===== src/rtl/irq_hub_pkg.sv =====
package irq_hub_pkg;

  typedef enum logic [2:0] {
    SEL_NONE,
    SEL_PRIO,
    SEL_PEND,
    SEL_EN,
    SEL_THR,
    SEL_CLAIM
  } reg_sel_e;

  // blk is the first address after the priority words
  function automatic reg_sel_e decode_sel(int unsigned addr, int unsigned nsrc,
                                          int unsigned blk);
    if (addr >= 1 && addr <= nsrc) return SEL_PRIO;
    if (addr == blk)               return SEL_PEND;
    if (addr == blk + 1)           return SEL_EN;
    if (addr == blk + 2)           return SEL_THR;
    if (addr == blk + 3)           return SEL_CLAIM;
    return SEL_NONE;
  endfunction

endpackage


===== src/rtl/irq_hub_gateway.sv =====
module irq_hub_gateway (
  input  logic clk_i,
  input  logic rst_ni,
  input  logic level_i,
  input  logic claim_i,
  input  logic complete_i,
  output logic pending_o,
  output logic busy_o
);
  logic fwd;

  assign fwd = level_i && !busy_o;

  always_ff @(posedge clk_i or negedge rst_ni) begin
    if (!rst_ni) begin
      busy_o    <= 1'b0;
      pending_o <= 1'b0;
    end else begin
      if (complete_i)  busy_o <= 1'b0;
      else if (fwd)    busy_o <= 1'b1;
      if (claim_i)     pending_o <= 1'b0;
      else if (fwd)    pending_o <= 1'b1;
    end
  end
endmodule


===== src/rtl/irq_hub_arbiter.sv =====
module irq_hub_arbiter #(
  parameter int NSRC   = 7,
  parameter int PRIO_W = 3,
  localparam int ID_W  = $clog2(NSRC + 1)
) (
  input  logic [NSRC:0]             pend_i,
  input  logic [NSRC:0]             en_i,
  input  logic [NSRC:0][PRIO_W-1:0] prio_i,
  input  logic [PRIO_W-1:0]         thr_i,
  output logic [ID_W-1:0]           best_id_o,
  output logic                      irq_o
);
  logic [PRIO_W-1:0] best_p;

  always_comb begin
    best_id_o = '0;
    best_p    = '0;
    for (int i = 1; i <= NSRC; i++) begin
      if (pend_i[i] && en_i[i] && prio_i[i] > thr_i && prio_i[i] > best_p) begin
        best_id_o = ID_W'(i);
        best_p    = prio_i[i];
      end
    end
  end

  assign irq_o = best_id_o != '0;
endmodule


===== src/rtl/irq_hub.sv =====
module irq_hub #(
  parameter int NSRC   = 7,
  parameter int PRIO_W = 3,
  parameter int DATA_W = 32,
  localparam int ID_W   = $clog2(NSRC + 1),
  localparam int ADDR_W = ID_W + 1
) (
  input  logic              clk_i,
  input  logic              rst_ni,
  input  logic [NSRC:1]     src_i,
  input  logic              bus_valid_i,
  input  logic              bus_write_i,
  input  logic [ADDR_W-1:0] bus_addr_i,
  input  logic [DATA_W-1:0] bus_wdata_i,
  output logic              bus_rvalid_o,
  output logic [DATA_W-1:0] bus_rdata_o,
  output logic              irq_o
);
  import irq_hub_pkg::*;

  localparam int BLK = 1 << ID_W;

  logic [NSRC:0][PRIO_W-1:0] prio_q;
  logic [NSRC:0]             en_q;
  logic [PRIO_W-1:0]         thr_q;
  logic [NSRC:0]             pend;
  logic [NSRC:0]             busy;
  logic [ID_W-1:0]           best_id;
  reg_sel_e                  sel;
  logic                      rd_claim, wr_cmp, cmp_hit;
  logic [ID_W-1:0]           cmp_id;
  logic [ID_W-1:0]           prio_idx;

  assign sel      = decode_sel(int'(bus_addr_i), NSRC, BLK);
  assign rd_claim = bus_valid_i && !bus_write_i && sel == SEL_CLAIM;
  assign wr_cmp   = bus_valid_i && bus_write_i && sel == SEL_CLAIM;
  assign cmp_id   = bus_wdata_i[ID_W-1:0];
  assign cmp_hit  = wr_cmp && bus_wdata_i != '0 &&
                    bus_wdata_i <= DATA_W'(NSRC) && en_q[cmp_id];
  assign prio_idx = bus_addr_i[ID_W-1:0];

  assign pend[0] = 1'b0;
  assign busy[0] = 1'b0;

  for (genvar g = 1; g <= NSRC; g++) begin : g_gw
    irq_hub_gateway u_gw (
      .clk_i      (clk_i),
      .rst_ni     (rst_ni),
      .level_i    (src_i[g]),
      .claim_i    (rd_claim && best_id == ID_W'(g)),
      .complete_i (cmp_hit && cmp_id == ID_W'(g)),
      .pending_o  (pend[g]),
      .busy_o     (busy[g])
    );
  end

  irq_hub_arbiter #(.NSRC(NSRC), .PRIO_W(PRIO_W)) u_arb (
    .pend_i    (pend),
    .en_i      (en_q),
    .prio_i    (prio_q),
    .thr_i     (thr_q),
    .best_id_o (best_id),
    .irq_o     (irq_o)
  );

  always_ff @(posedge clk_i or negedge rst_ni) begin
    if (!rst_ni) begin
      prio_q <= '0;
      en_q   <= '0;
      thr_q  <= '0;
    end else if (bus_valid_i && bus_write_i) begin
      case (sel)
        SEL_PRIO: prio_q[prio_idx] <= bus_wdata_i[PRIO_W-1:0];
        SEL_EN:   en_q <= {bus_wdata_i[NSRC:1], 1'b0};
        SEL_THR:  thr_q <= bus_wdata_i[PRIO_W-1:0];
        default: ;
      endcase
    end
  end

  always_ff @(posedge clk_i or negedge rst_ni) begin
    if (!rst_ni) begin
      bus_rvalid_o <= 1'b0;
      bus_rdata_o  <= '0;
    end else begin
      bus_rvalid_o <= bus_valid_i && !bus_write_i;
      if (bus_valid_i && !bus_write_i) begin
        case (sel)
          SEL_PRIO:  bus_rdata_o <= DATA_W'(prio_q[prio_idx]);
          SEL_PEND:  bus_rdata_o <= DATA_W'(pend);
          SEL_EN:    bus_rdata_o <= DATA_W'(en_q);
          SEL_THR:   bus_rdata_o <= DATA_W'(thr_q);
          SEL_CLAIM: bus_rdata_o <= DATA_W'(best_id);
          default:   bus_rdata_o <= '0;
        endcase
      end
    end
  end
endmodule


===== config.mk =====
export PLATFORM = sky130hd
export DESIGN_NAME = irq_hub
export DESIGN_NICKNAME = d
export VERILOG_FILES = /design/src/rtl/irq_hub_pkg.sv /design/src/rtl/irq_hub_gateway.sv /design/src/rtl/irq_hub_arbiter.sv /design/src/rtl/irq_hub.sv
export SDC_FILE = /design/constraint.sdc
export NUM_CORES = 1
export LEC_CHECK = 0
export BUFFER_PORTS_ARGS = -buffer_cell sky130_fd_sc_hd__buf_4
export CORE_MARGIN = 3
export CORE_UTILIZATION = 50
export DETAILED_ROUTE_END_ITERATION = 16
export GPL_TIMING_DRIVEN = 0
export HOLD_SLACK_MARGIN = 0.1
export PLACE_DENSITY_LB_ADDON = 0.12
export SLEW_MARGIN = 20
export SYNTH_ARGS = -nofsm -noshare
export SYNTH_HDL_FRONTEND = slang
export SYNTH_SLANG_ARGS = --single-unit
export TNS_END_PERCENT = 1

===== constraint.sdc =====
create_clock -name clk_i -period 8.23 [get_ports clk_i]
set_input_delay 0.4115 -clock clk_i [delete_from_list [all_inputs] [get_ports clk_i]]
set_output_delay 0.4115 -clock clk_i [all_outputs]
set_load 0.05 [all_outputs]

==> flow_summary.toml, run 1 <==
[setup_path]
r2r_start = "thr_q[2]$_DFFE_PN0P_"
cp_delay_by_family_top = "simple AND/OR/NAND/NOR gates"
critPathMostFrequentCell = "sky130_fd_sc_hd__ha_4"
reg2reg_to = "bus_rdata_o[2]$_DFFE_PN0P_"
critPathArrivalTime_ns = 8.35
critPathCaptureType = "output port"
crit_path_end = "irq_o"
cp.required_ns = 7.82
timing.critical_path.buf_inv = 5
slowest_cell_on_crit_path = "sky130_fd_sc_hd__dfrtp_1"
r2r.worst_path.cells = 45
critPathMaxFanout = 5
setup.worst_path.start = "thr_q[2]$_DFFE_PN0P_"
critical_path.max_stage_delay_ns = 0.41
worst-setup-path-type = "reg -> out"
worst-r2r-setup-slack_ns = -0.34
critical_path_depth = 46
critical_path.startpoint_type = "flip-flop"

[floorplanning]
row_count = 32
core_area_mm2 = 0.00777
io_pins = 81
area_of_the_die_mm2 = 0.00913
fp.dieW_um = 95.6
die_height_um = 95.6
start_util_pct = 51.6

[clocking]
clkTransAtPathRegs_ns = 0.11
cts_htree_levels = 2
clock_tree.root_cell = "sky130_fd_sc_hd__clkbuf_8"
tritoncts.num_buffers = 5
holdBufCountCts = 0
clk_latency_ns = 0.31
cts_buffer_depth = 2
clock-sinks = 54
tritoncts = "yes"

[yosys]
synth_enable_flop_cells = 0
mappedNetlistArea_mm2 = 0.00401
yosysUniqueCellTypes = 57
synth_seq_area_share_pct = 33.7
ys.flop_type = "sky130_fd_sc_hd__dfrtp_1"
ys.warnings.count = 0
synth-async-reset-ratio_pct = 100
synth-seq-cells = 54
syn_area_per_cell_um2 = 8.83
synthesis.instances = 454

[timing]
setup-violations-final = 6
maxClockFrequency_mhz = 114
rsz0062_at_grt = "yes"
setup_slack_ns = -0.533
finalMaxSlewViolations = 0
headroom_to_the_max_slew_limit_pct = 28.4
fin_crit_ns = 8.76
hold_viol_final = 0
final.period_utilization_pct = 106
timing_worst_slew_pin_value_ns = 1.07
timing.clock.skew_ns = 0.0127
finalHoldWorstSlack_ns = 0.130

[power_and_ir_drop]
netSwitchingFraction_pct = 39.5
power_per_cell_area_mw_per_mm2 = 203
clock_power_share_pct = 19.0
internal-power_mw = 0.677
p_seq_share_pct = 32.0
max-vdd-ir-drop_uv = 103
fin_total_pwr_mw = 1.12
net-switching-power_mw = 0.443
cellLeakagePower_nw = 2.51
pwr-share-comb_pct = 49.0

[route]
initialDrtViolationCount = 322
detailedRoute.firstPassIterationCount = 5
route.final.wire_length_um = 12100
postRouteAntennaNets = 0
vias_per_cell = 5.70
num_vias = 3913
route.detailed.drc = 0
routed_wirelength_normalized_by_instance_count_um = 17.6

[global_route]
first_global_vias = 3807
gr-total-overflow = 0
track_usage_pct = 27.4
initial_antenna_violation_count = 0
grt_start_max_net_pins = 55
grt_pass1_wl_um = 19200

[outcome]
failed_checks = "setup timing"
run_status = "complete, but fails checks"

[placed_design]
hpwlAfterDp_um = 8620
placement.io_buffers = 54
worst_slack_at_placement_ns = -1.23
place.gp.congestion = 0.923
place_area_mm2 = 0.00478

[final_layout]
design.final.nets = 668
final_core_utilization_pct = 70.9
drive_above_1_share_pct = 37.8
syn_to_final_growth_pct = 37.3
insertedDiodeCount = 0
finish.instance_area_mm2 = 0.00550

[run]
drv.max_cap_violation_count = 0

[min_path]
timing.hold.worst.class = "in -> async"
power by group through the flow:
| stage | registers (mW) | logic (mW) | clock network (mW) |
|---|---|---|---|
| 4_1_cts | 0.354 | 0.518 | 0.214 |
| 2_1_floorplan | 0.348 | 0.308 | 0 |
| 5_1_grt | 0.363 | 0.602 | 0.227 |
| 6_report | 0.358 | 0.549 | 0.213 |
| 3_3_place_gp | 0.360 | 0.402 | 0 |
| 3_5_place_dp | 0.361 | 0.414 | 0 |
registers in the layout, indices dropped and copies added (netlist names):
register and count:
g_gw.u_gw.pending_o 7, prio_q 21, g_gw.u_gw.busy_o 7, en_q 7
bus_rvalid_o 1, thr_q 3, bus_rdata_o 8
kinds of logic (layout without fill, tap and decap cells):
group	Yosys count	after routing	share of synthesized area (%)
adders and majority gates	37	37	11.5
AOI/OAI and AO/OA	115	115	18.2
buffers and inverters	70	178	8.99
other	1	24	0.0935
and+or+nand+nor	145	145	18.4
DFF	54	54	33.7
muxes	32	32	9.05
placed cells by master, fill, tap and decap left out, drive strengths merged, types with 5 or more instances in the layout:
cell / instances
conb: 24
o211ai: 6
nor2b: 7
mux2: 24
nor4: 6
clkbuf: 17
nand3b: 5
nand4: 5
nor2: 28
a21oi: 30
buf: 128
dfrtp: 54
a31oi: 10
ha: 37
inv: 29
o21a: 5
nand3: 20
o21ai: 31
nand2: 41
mux2i: 7
o31ai: 7
nor3: 11
final cells by class:
cell class	instances	area, µm²
multi-input combinational	353	2760
fill	613	2260
sequential	54	1350
timing repair buffer	101	766
buffer	39	236
tap	102	128
inverter	30	119
clock buffer	5	68.8
clock inverter	3	68.8
synth_stat cells (all sizes together) (10+ instances only):
cell type  number  area [µm²]
buf            28         203
clkbuf         12        45.0
ha             37         463
nand2          41         154
nor2           28         105
inv            30         113
mux2           24         270
a31oi          10        68.8
a21oi          30         150
dfrtp          54        1350
nor3           11        55.1
nand3          20         110
o21ai          31         155
layer usage:
| metal | routed length, µm | track usage (%) | vias up |
|---|---|---|---|
| li1 | - | - | 1876 |
| met1 | 5180 | 37.8 | 1854 |
| met2 | 5820 | 44.6 | 157 |
| met3 | 817 | 3.39 | 26 |
| met4 | 298 | 9.12 | 0 |
| met5 | 0 | 0 | - |
how the worst min path moves through the flow:
stage                                     from  depth (start not counted)                                  to
finish                                  rst_ni                          1  g_gw[5].u_gw.pending_o$_DFFE_PN0P_
global route                            rst_ni                          1     g_gw[7].u_gw.busy_o$_DFFE_PN0P_
CTS                                     rst_ni                          1     g_gw[7].u_gw.busy_o$_DFFE_PN0P_
global placement    bus_rdata_o[3]$_DFFE_PN0P_                          2          bus_rdata_o[3]$_DFFE_PN0P_
detailed placement  bus_rdata_o[4]$_DFFE_PN0P_                          2          bus_rdata_o[4]$_DFFE_PN0P_
floorplan                               rst_ni                          0          bus_rdata_o[0]$_DFFE_PN0P_
metrics by stage:
stage,setup TNS [ns],instances
6_report,-1.59,687
3_5_place_dp,-10.31,633
5_1_grt,-5.64,687
4_1_cts,-0.592,681
3_3_place_gp,-9.81,633
2_1_floorplan,-0.254,477
what timing repair did:
action	CTS	global route
pin swaps	40	14
endpoints found under the setup margin	11	11
gates resized for setup	41	13
buffers inserted	41	6
Note: power is estimated with default switching activity, not from simulation.
==> inputs of run 2 (changes only) <==
--- a/config.mk
+++ b/config.mk
@@ -6,7 +6,6 @@
 export NUM_CORES = 1
 export LEC_CHECK = 0
 export BUFFER_PORTS_ARGS = -buffer_cell sky130_fd_sc_hd__buf_4
-export CORE_MARGIN = 3
 export CORE_UTILIZATION = 50
 export DETAILED_ROUTE_END_ITERATION = 16
 export GPL_TIMING_DRIVEN = 0
==> run 2 against run 1 <==
  * The flow still finishes with violations (setup timing)
  * Clock-buffer cell count grew 2
  * Total power shrank 4.8%
  * Critical path depth shrank 3
  * First-iteration DRC count shrank 16%
  * Global-route usage grew 1.2 points
  * Final area shrank 2.5%
  * Critical endpoint unchanged
  * Largest power group unchanged
  * Highest routed layer unchanged
==> flow_summary.toml, run 2 (synthesis results as in run 1) <==
[timing]
setup_slack_ns = -0.729
setup-violations-final = 8
timing.clock.skew_ns = 0.0145
headroom_to_the_max_slew_limit_pct = 53.3
rsz0062_at_grt = "yes"
fin_crit_ns = 8.96
maxClockFrequency_mhz = 112
hold_viol_final = 0
timing_worst_slew_pin_value_ns = 0.695
final.period_utilization_pct = 109
finalMaxSlewViolations = 0

[placed_design]
hpwlAfterDp_um = 8590
worst_slack_at_placement_ns = -1.39
place.gp.congestion = 0.942
placement.io_buffers = 54
place_area_mm2 = 0.00478

[route]
route.detailed.drc = 0
initialDrtViolationCount = 270
num_vias = 3923
route.final.wire_length_um = 11800
detailedRoute.firstPassIterationCount = 5
vias_per_cell = 5.83
postRouteAntennaNets = 0
routed_wirelength_normalized_by_instance_count_um = 17.5

[global_route]
first_global_vias = 3808
grt_pass1_wl_um = 18700
track_usage_pct = 28.6
grt-busiest-layer = "met2"
met2_track_usage_gr_pct = 48.1
gr-total-overflow = 0
initial_antenna_violation_count = 0
grt_use_met3_pct = 2.93
grt_start_max_net_pins = 55
globalRouteMet1Util_pct = 38.4

[power_and_ir_drop]
max-vdd-ir-drop_uv = 141
cellLeakagePower_nw = 2.45
power_per_cell_area_mw_per_mm2 = 199
fin_total_pwr_mw = 1.07

[floorplanning]
core_area_mm2 = 0.00773
io_pins = 81
row_count = 32
die_height_um = 91.6
fp.dieW_um = 91.6
start_util_pct = 51.9
area_of_the_die_mm2 = 0.00838

[final_layout]
top_register_by_number_of_flip_flops = "prio_q"
top_library_cells_by_usage_in_the_layout_fill_and_taps_aside = "sky130_fd_sc_hd__buf_4 (107), sky130_fd_sc_hd__dfrtp_1 (50), sky130_fd_sc_hd__nand2_1 (38)"
layout_commonest_cell = "sky130_fd_sc_hd__buf_4"
insertedDiodeCount = 0
drive_above_1_share_pct = 36.3
largestRegisters = "prio_q (21), bus_rdata_o (8)"
syn_to_final_growth_pct = 33.8
design.final.nets = 654
finish.instance_area_mm2 = 0.00537
fillCellCount = 614
largest_register_ffs = 21

[clocking]
clkTransAtPathRegs_ns = 0.10
holdBufCountCts = 0
cts_htree_levels = 2
clock_tree.root_cell = "sky130_fd_sc_hd__clkbuf_8"
tritoncts = "yes"
clock-sinks = 54
cts_buffer_depth = 2
tritoncts.num_buffers = 5
clk_latency_ns = 0.31

[setup_path]
critPathMostFrequentCell = "sky130_fd_sc_hd__ha_4"
timing.critical_path.buf_inv = 4
cp_delay_by_family_top = "compound AO/OA/AOI/OAI gates"
worst-setup-path-type = "reg -> out"
critPathMaxFanout = 5
critical_path.max_stage_delay_ns = 0.42
critPathArrivalTime_ns = 8.55
critPathCaptureType = "output port"
cp.required_ns = 7.82
critical_path.startpoint_type = "flip-flop"
slowest_cell_on_crit_path = "sky130_fd_sc_hd__dfrtp_1"

[run]
drv.max_cap_violation_count = 0

[outcome]
failed_checks = "setup timing"
run_status = "complete, but fails checks"

[min_path]
timing.hold.worst.class = "in -> async"
run 2: cell count changes in the layout (fill, tap and decap cells not counted), moves of 2 or more:
| cell | before | now |
|---|---|---|
| sky130_fd_sc_hd__a21oi_1 | 25 | 27 |
| sky130_fd_sc_hd__a21oi_2 | 5 | 3 |
| sky130_fd_sc_hd__buf_4 | 123 | 107 |
| sky130_fd_sc_hd__buf_6 | 2 | 4 |
| sky130_fd_sc_hd__clkbuf_1 | 12 | 14 |
| sky130_fd_sc_hd__dfrtp_1 | 52 | 50 |
| sky130_fd_sc_hd__dfrtp_2 | 2 | 4 |
| sky130_fd_sc_hd__o21ai_0 | 22 | 24 |
| sky130_fd_sc_hd__o21ai_1 | 4 | 1 |
| sky130_fd_sc_hd__o21ai_2 | 2 | 4 |
run 2: worst paths after layout:
check	start	endpoint	slack, ns	depth (start not counted)
max in group asynchronous	rst_ni	prio_q[4]$_DFFE_PN0P_	7.62	1
min in group clk_i	bus_wdata_i[6]	en_q[6]$_DFFE_PN0P_	0.33	2
setup reg to reg	thr_q[1]$_DFFE_PN0P_	bus_rdata_o[2]$_DFFE_PN0P_	-0.52	43
setup / recovery	thr_q[1]$_DFFE_PN0P_	irq_o	-0.73	43
hold reg to reg	bus_rdata_o[4]$_DFFE_PN0P_	bus_rdata_o[4]$_DFFE_PN0P_	0.49	2
hold / removal	rst_ni	en_q[6]$_DFFE_PN0P_	0.12	1
run 2: routing by layer:
| metal | vias to the layer above | wire, µm | share of wire, % |
|---|---|---|---|
| met1 | 1886 | 5060 | 43 |
| met5 | - | 0 | 0 |
| met2 | 169 | 5720 | 49 |
| met3 | 27 | 735 | 6.2 |
| li1 | 1841 | - | - |
| met4 | 0 | 271 | 2.3 |
run 2: what timing repair did:
action | in CTS | in global routing
pin swaps | 38 | 26
gates cloned | 0 | 0
buffers inserted | 24 | 9
gates resized for setup | 41 | 14
endpoints found under the setup margin | 11 | 11
run 2: report_power, final:
group / leakage, nW / switching, mW / internal [mW]
registers: 0.645 / 0.0560 / 0.303
logic: 1.75 / 0.292 / 0.238
clock network: 0.0524 / 0.0868 / 0.0912
run 2: final cells by class:
cell class | instances | area, µm² | area share [%]
repair buffers | 87 | 668 | 12.5
plain buffers | 39 | 236 | 4.41
clock buffers | 7 | 76.3 | 1.42
flip-flops and latches | 54 | 1360 | 25.3
multi-input cells | 353 | 2750 | 51.3
well taps | 102 | 128 | 2.38
inverters | 30 | 119 | 2.21
clock inverters | 1 | 30.0 | 0.560
run 2: through the flow:
step | utilization (%) | TNS (ns) | hold WS [ns] | instances
floorplan | - | -0.254 | 0.116 | 477
global placement | 61.8 | -9.48 | 0.466 | 633
detailed placement | 61.8 | -11.71 | 0.472 | 633
CTS | 67.9 | -1.39 | 0.156 | 664
global route | 69.4 | -6.79 | 0.178 | 673
finish | 69.4 | -2.90 | 0.123 | 673
